[config.mk]
export PLATFORM = sky130hd
export DESIGN_NAME = vcode_shutdown_seq
export DESIGN_NICKNAME = d
export VERILOG_FILES = /design/src/rtl/vseq_pkg.sv /design/src/rtl/vseq_sync.sv /design/src/rtl/vseq_settle.sv /design/src/rtl/vseq_tick.sv /design/src/rtl/vcode_shutdown_seq.sv
export SDC_FILE = /design/constraint.sdc
export NUM_CORES = 1
export LEC_CHECK = 0
export CORE_UTILIZATION = 25
export CTS_BUF_LIST = sky130_fd_sc_hd__clkbuf_16
export CTS_CLUSTER_SIZE = 30
export DETAILED_ROUTE_END_ITERATION = 8
export DONT_BUFFER_PORTS = 1
export HOLD_SLACK_MARGIN = 0.06
export PLACE_DENSITY_LB_ADDON = 0.15
export SYNTH_ARGS = -nofsm -noshare
export SYNTH_HDL_FRONTEND = slang
export SYNTH_HIERARCHICAL = 1
export SYNTH_SLANG_ARGS = --single-unit
[constraint.sdc]
create_clock -name clk -period 3.8 [get_ports clk]
set_input_delay 0.38 -clock clk [delete_from_list [all_inputs] [get_ports clk]]
set_output_delay 0.38 -clock clk [all_outputs]
set_load 0.01 [all_outputs]
[src/rtl/vseq_pkg.sv]
`timescale 1ns/1ps
package vseq_pkg;

    typedef enum logic [1:0] {
        ST_OFF  = 2'd0,
        ST_RUN  = 2'd1,
        ST_RAMP = 2'd2
    } seq_state_t;

    // Settling window in clocks, rounded up, never below one.
    function automatic int settle_clocks(input int window_ns, input int clk_mhz);
        int c;
        c = (window_ns * clk_mhz + 999) / 1000;
        return (c < 1) ? 1 : c;
    endfunction

    // Largest allowed shutdown bound: 500 ms expressed in clocks.
    function automatic int shutdown_limit(input int clk_mhz);
        return 500_000 * clk_mhz;
    endfunction

endpackage

[src/rtl/vseq_sync.sv]
`timescale 1ns/1ps
module vseq_sync #(
    parameter int WIDTH = 1
) (
    input  logic             clk,
    input  logic             rst_n,
    input  logic [WIDTH-1:0] async_i,
    output logic [WIDTH-1:0] sync_o
);

    logic [WIDTH-1:0] stage1;
    logic [WIDTH-1:0] stage2;

    always_ff @(posedge clk or negedge rst_n) begin
        if (!rst_n) begin
            stage1 <= '0;
            stage2 <= '0;
        end else begin
            stage1 <= async_i;
            stage2 <= stage1;
        end
    end

    assign sync_o = stage2;

endmodule

[src/rtl/vseq_settle.sv]
`timescale 1ns/1ps
module vseq_settle #(
    parameter int WIDTH      = 6,
    parameter int SETTLE_CYC = 100
) (
    input  logic             clk,
    input  logic             rst_n,
    input  logic             restart,
    input  logic [WIDTH-1:0] bus_i,
    output logic [WIDTH-1:0] code_o,
    output logic             settled_o
);

    localparam int CW = (SETTLE_CYC > 1) ? $clog2(SETTLE_CYC) : 1;
    localparam logic [CW-1:0] LOAD = CW'(SETTLE_CYC - 1);
    localparam int AW = $clog2(SETTLE_CYC + 2);
    localparam logic [AW-1:0] AGE_MAX = AW'(SETTLE_CYC + 1);

    logic [WIDTH-1:0] held;
    logic [CW-1:0]    cnt;
    logic             armed;
    logic             moved;

    assign moved  = (bus_i != held);
    assign code_o = held;

    always_ff @(posedge clk or negedge rst_n) begin
        if (!rst_n) begin
            held      <= '0;
            cnt       <= LOAD;
            armed     <= 1'b1;
            settled_o <= 1'b0;
        end else if (restart || moved) begin
            held      <= bus_i;
            cnt       <= LOAD;
            armed     <= 1'b1;
            settled_o <= 1'b0;
        end else if (cnt != '0) begin
            cnt       <= cnt - 1'b1;
            settled_o <= 1'b0;
        end else begin
            settled_o <= armed;
            armed     <= 1'b0;
        end
    end

    // Independent age counter for the settling checks.
    logic [AW-1:0] stable_age;
    always_ff @(posedge clk or negedge rst_n) begin
        if (!rst_n) begin
            stable_age <= '0;
        end else if (restart || moved) begin
            stable_age <= '0;
        end else if (stable_age != AGE_MAX) begin
            stable_age <= stable_age + 1'b1;
        end
    end

    // a moving bus or a restart never yields a capture on the next clock
    a_r2_no_latch_on_move: assert property (@(posedge clk) disable iff (!rst_n)
        (restart || moved) |=> !settled_o);

    // a capture only follows a full window of stability
    a_r2_full_window: assert property (@(posedge clk) disable iff (!rst_n)
        settled_o |-> (stable_age >= AW'(SETTLE_CYC)));

    // the settle pulse lasts one clock
    a_r3_single_pulse: assert property (@(posedge clk) disable iff (!rst_n)
        settled_o |=> !settled_o);

endmodule

[src/rtl/vseq_tick.sv]
`timescale 1ns/1ps
module vseq_tick #(
    parameter int LIMIT = 4
) (
    input  logic clk,
    input  logic rst_n,
    input  logic run,
    output logic hit
);

    localparam int W = (LIMIT > 1) ? $clog2(LIMIT) : 1;
    localparam logic [W-1:0] LAST = W'(LIMIT - 1);

    logic [W-1:0] cnt;

    assign hit = run && (cnt == LAST);

    always_ff @(posedge clk or negedge rst_n) begin
        if (!rst_n) begin
            cnt <= '0;
        end else if (!run || hit) begin
            cnt <= '0;
        end else begin
            cnt <= cnt + 1'b1;
        end
    end

endmodule

[src/rtl/vcode_shutdown_seq.sv]
`timescale 1ns/1ps
module vcode_shutdown_seq
    import vseq_pkg::*;
#(
    parameter int              CODE_W         = 6,
    parameter int              CLK_MHZ        = 250,
    parameter int              SETTLE_NS      = 400,
    parameter logic [CODE_W-1:0] OFF_CODE     = '1,
    parameter int              STEP_CYCLES    = 64,
    parameter int              TIMEOUT_CYCLES = 100_000_000
) (
    input  logic              clk,
    input  logic              rst_n,
    input  logic [CODE_W-1:0] volt_code_in,
    input  logic              rail_enable,
    output logic [CODE_W-1:0] ref_code,
    output logic              ref_strobe,
    output logic              stage_enable,
    output logic              off_done
);

    localparam int SETTLE_CYC = settle_clocks(SETTLE_NS, CLK_MHZ);
    localparam int OFF_LIMIT  = shutdown_limit(CLK_MHZ);
    localparam int TO_EFF     = (TIMEOUT_CYCLES < OFF_LIMIT) ? TIMEOUT_CYCLES : OFF_LIMIT - 1;
    localparam int AGE_W      = $clog2(TO_EFF + 2);

    logic [CODE_W-1:0] bus_s;
    logic              en_s;
    logic [CODE_W-1:0] cand_code;
    logic              settled;
    logic              restart;
    logic              step_hit;
    logic              to_hit;
    logic              at_floor;
    logic              take;
    logic              leave_ramp;

    seq_state_t state, state_nxt;

    vseq_sync #(.WIDTH(CODE_W)) u_bus_sync (
        .clk(clk), .rst_n(rst_n), .async_i(volt_code_in), .sync_o(bus_s)
    );

    vseq_sync #(.WIDTH(1)) u_en_sync (
        .clk(clk), .rst_n(rst_n), .async_i(rail_enable), .sync_o(en_s)
    );

    vseq_settle #(.WIDTH(CODE_W), .SETTLE_CYC(SETTLE_CYC)) u_settle (
        .clk(clk), .rst_n(rst_n), .restart(restart), .bus_i(bus_s),
        .code_o(cand_code), .settled_o(settled)
    );

    vseq_tick #(.LIMIT(STEP_CYCLES)) u_step_tick (
        .clk(clk), .rst_n(rst_n), .run(state == ST_RAMP), .hit(step_hit)
    );

    vseq_tick #(.LIMIT(TO_EFF)) u_timeout_tick (
        .clk(clk), .rst_n(rst_n), .run(state == ST_RAMP), .hit(to_hit)
    );

    assign at_floor   = (ref_code >= OFF_CODE);
    assign leave_ramp = (state == ST_RAMP) && (to_hit || at_floor);

    // Next-state logic
    always_comb begin
        state_nxt = state;
        unique case (state)
            ST_OFF:  if (en_s && settled) state_nxt = ST_RUN;
            ST_RUN:  if (!en_s)           state_nxt = ST_RAMP;
            ST_RAMP: if (to_hit || at_floor) state_nxt = ST_OFF;
            default: state_nxt = ST_OFF;
        endcase
    end

    // Capture rule: follow freely while enabled, only downward in voltage otherwise
    always_comb begin
        take = 1'b0;
        if (settled) begin
            unique case (state)
                ST_OFF:  take = en_s;
                ST_RUN:  take = en_s || (cand_code > ref_code);
                ST_RAMP: take = !leave_ramp && (cand_code > ref_code);
                default: take = 1'b0;
            endcase
        end
    end

    // Fresh window whenever the sequencer parks or waits for enable
    assign restart = ((state == ST_OFF) && !en_s) || leave_ramp;

    // State register
    always_ff @(posedge clk or negedge rst_n) begin
        if (!rst_n) state <= ST_OFF;
        else        state <= state_nxt;
    end

    // Registered outputs
    always_ff @(posedge clk or negedge rst_n) begin
        if (!rst_n) begin
            ref_code     <= OFF_CODE;
            ref_strobe   <= 1'b0;
            stage_enable <= 1'b0;
            off_done     <= 1'b0;
        end else begin
            ref_strobe   <= take;
            stage_enable <= (state_nxt != ST_OFF);
            if (leave_ramp) begin
                ref_code <= OFF_CODE;
                off_done <= 1'b1;
            end else if (take) begin
                ref_code <= cand_code;
                if (state == ST_OFF) off_done <= 1'b0;
            end else if ((state == ST_RAMP) && step_hit && !at_floor) begin
                ref_code <= ref_code + 1'b1;
            end
        end
    end

    // Checker-side age of the current wind-down
    logic [AGE_W-1:0] ramp_age;
    always_ff @(posedge clk or negedge rst_n) begin
        if (!rst_n)                 ramp_age <= '0;
        else if (state == ST_RAMP)  ramp_age <= ramp_age + 1'b1;
        else                        ramp_age <= '0;
    end

    // reference never rises in voltage while winding down
    a_r6_ramp_monotonic: assert property (@(posedge clk) disable iff (!rst_n)
        (state == ST_RAMP) |=> (ref_code >= $past(ref_code)));

    // a capture during wind-down must lower the voltage
    a_r7_capture_lowers: assert property (@(posedge clk) disable iff (!rst_n)
        ((state == ST_RAMP) && ref_strobe && $past(state == ST_RAMP)) |-> (ref_code > $past(ref_code)));

    // done and stage enable are never high together
    a_r8_done_excludes_stage: assert property (@(posedge clk) disable iff (!rst_n)
        off_done |-> !stage_enable);

    // a wind-down never lasts past the timeout
    a_r9_bounded_shutdown: assert property (@(posedge clk) disable iff (!rst_n)
        (state == ST_RAMP) |-> (ramp_age < AGE_W'(TO_EFF)));

    // disabled stage always sees the off code
    a_r11_off_ref: assert property (@(posedge clk) disable iff (!rst_n)
        !stage_enable |-> (ref_code == OFF_CODE));

    // strobe only follows a settle pulse
    a_r3_strobe_from_settle: assert property (@(posedge clk) disable iff (!rst_n)
        ref_strobe |-> $past(settled));

    // enable has no say while winding down
    a_r10_ramp_holds: assert property (@(posedge clk) disable iff (!rst_n)
        ((state == ST_RAMP) && !to_hit && !at_floor) |=> (state == ST_RAMP));

endmodule

==> run metrics <==
hold_sp u_bus_sync/stage1[3]; area grow syn2layout 17.4%; Worst Setup End Kind register; clk buf depth 2; #FFs+latches synth 73; synth unique cells 64; GRT Total Usage 12.0%; final hold vios 0; Die ar. 0.0155 mm2; most common flop cell mapped by yosys dfrtp_1; DR vias 2813; Final ANT Viol Nets 0; Core Region roughly 0.015 mm2; Leak approximately 1.7 nW; layout cells sized above 1 about 14%; most common cell after layout, fill and taps aside dfrtp_1; ys async rst share 100%; # nets final just under 400; Power Density around 400 mW/mm2; Place WS 0.934 ns; Initial Utilization 25.7%; Max-slew headroom between 60 and 70%; worst-path maximum fanout 13; Worst Hold Path EP u_bus_sync/sync_o[3]; total CTS buffers 9; r2r setup slk 0.90 ns; commonest non-fill, non-tap cells in the layout dfrtp_1, nand3_1, nand2_1; startpoint class of the critical path register; Tightest Pin Transition 0.566 ns; Die Height 125 um; sequential-to-total area share from yosys stat around half; R2R Path End u_settle/cnt[1]; CTS tree built; initial antenna violation count 0; Sink Count 73; Max-cap violations 0; Tmin final between 2 and 3 ns; first-pass GRT wire length 14.7 mm; WS Path Type reg2reg; Die Span X 125 um; Root Buffer clkbuf_16; wirelength, routed 8.52 mm; # H-tree levels 3; Mapped Nets 384; hold depth 0; grt total ovfl 0; status finished clean; Post-DP HPWL ~5.9 mm; Reg-to-Reg Start state[0]; Final Core Density 30.2%; largest net degree at the start of global routing 74; Max Fclk 345 MHz; fin. max-slew vios 0; HP Class reg2reg; setup TNS 0 ns; Site Rows 44; RSZ-0062 raised after global routing no; DRC viols 0; skew final 0.00891 ns; Post-Syn Instances 365; Worst Path Required slightly above 4 ns; reg2reg path depth 9; Via density 4.99; maximum VDD drop 0.197 mV; final setup fails 0; Yosys warnings 6; fin crit share 76.4%; worst hold slack 0.346 ns; crit path DAT 3.17 ns; I/O pins 18; Post-CTS Resized 0; Cell Area, Synth 0.00376 mm2; fillers 1498; number of port buffers 0; Syn Area/Cell 10.3 um2; ant diodes 0; number of synthesized flops with an enable pin 0; clock-pin transition on the worst setup and hold timing paths 0.06 ns; Placer Congestion 0.761; Worst Setup Slack, final 0.898 ns; vias in the first global route 2747; 1st-iter DRT viols 141; clock latency on the worst-skew pair between 0.3 and 0.4 ns; routed wire length per instance 15.1 um; Initial DRT Pass Iterations 4
==> registers in the layout, summed over array words and instances (netlist names) <==
name and count:
u_bus_sync/stage1 6, state 2, u_settle/settled_o 1, u_en_sync/sync_o 1, u_timeout_tick/cnt 27, off_done 1
ref_code 6, stage_enable 1, u_settle/armed 1, u_step_tick/cnt 6, u_bus_sync/sync_o 6, u_en_sync/stage1 1
ref_strobe 1, u_settle/cnt 7, u_settle/code_o 6
==> power by group <==
part	switching [mW]	leakage, nW	internal, mW
registers	0.00924	0.935	0.789
logic	0.0304	0.624	0.0185
clock network	0.326	0.164	0.635
total	0.366	1.72	1.44
==> worst max-delay path, cell delays in order, from the launching register on <==
cell and delay, ns:
dfrtp_1 0.45, nand2b_1 0.27, inv_1 0.09, inv_1 0.32, nor4_1 0.12, buf_4 0.18
a31oi_1 0.36, a211oi_1 0.21, or4_4 0.59, a211o_1 0.24
==> cell type report <==
| class | instances | area (um2) | share of cell area (%) |
|---|---|---|---|
| timing repair buffer | 14 | 145 | 3.29 |
| clock inverter | 7 | 110 | 2.50 |
| inverter | 19 | 71.3 | 1.62 |
| multi-input combinational | 258 | 1790 | 40.5 |
| clock buffer | 9 | 225 | 5.11 |
| tap | 184 | 230 | 5.22 |
| sequential | 73 | 1840 | 41.8 |
==> synthesized netlist by cell type, types with 5 or more instances <==
cell / n / area, um2
dfrtp_1: 62 / 1550
nand3_1: 27 / 135
nand2_1: 24 / 90.1
nor2_1: 20 / 75.1
inv_1: 19 / 71.3
a21oi_1: 16 / 80.1
clkbuf_1: 13 / 48.8
o21ai_0: 12 / 60.1
or4_1: 12 / 90.1
xor2_1: 12 / 105
dfstp_2: 11 / 289
ha_1: 10 / 125
nand4_1: 9 / 56.3
or3_1: 7 / 43.8
a31oi_1: 6 / 37.5
and3_1: 6 / 37.5
and4_1: 5 / 43.8
nand2b_1: 5 / 31.3
o221ai_1: 5 / 43.8
o31ai_1: 5 / 37.5
xnor2_1: 5 / 43.8
==> stage by stage <==
step / std cells / cell area (um2) / power (mW)
floorplan: 365 / 3760 / 0.829
global placement: 539 / 3970 / 0.836
detailed placement: 539 / 3970 / 0.837
CTS: 564 / 4410 / 1.85
global route: 564 / 4410 / 1.89
finish: 564 / 4410 / 1.81
==> kinds of logic (layout without fill, tap and decap cells) <==
family	after synthesis	count (layout)	synth area share, %
compound gates	76	76	14.2
xor+xnor	17	17	3.96
fa+ha+maj	10	10	3.33
buf+inv	34	49	3.46
flops	73	73	49.0
mux	7	7	2.40
simple gates	148	148	23.7
==> layer usage <==
metal / routed length [um] / part of all wire [%] / global-route usage [%] / up-vias
met1: 4180 / 49 / 16.5 / 1364
met5: 0 / 0 / 0 / -
met2: 3830 / 45 / 17.5 / 52
met3: 409 / 4.8 / 3.69 / 10
li1: - / - / - / 1387
met4: 98 / 1.2 / 4.68 / 0
==> how the worst max path moves through the flow <==
stage                               start               to  slack, ns
floorplan           u_timeout_tick/cnt[0]  u_settle/cnt[1]       1.08
global placement                 state[0]  u_settle/cnt[5]       0.97
detailed placement               state[0]  u_settle/cnt[1]       0.93
global route                     state[0]  u_settle/cnt[5]       0.57
finish                           state[0]  u_settle/cnt[1]       0.90
CTS                              state[0]  u_settle/cnt[1]       0.91
==> timing repair <==
item | 4_1_cts | 5_1_grt
setup endpoints to repair | 0 | 0
buffers inserted | 0 | 0
endpoints found under the hold margin | 80 | 0
hold buffers | 9 | 0
Power figures use the tool's default switching activity.
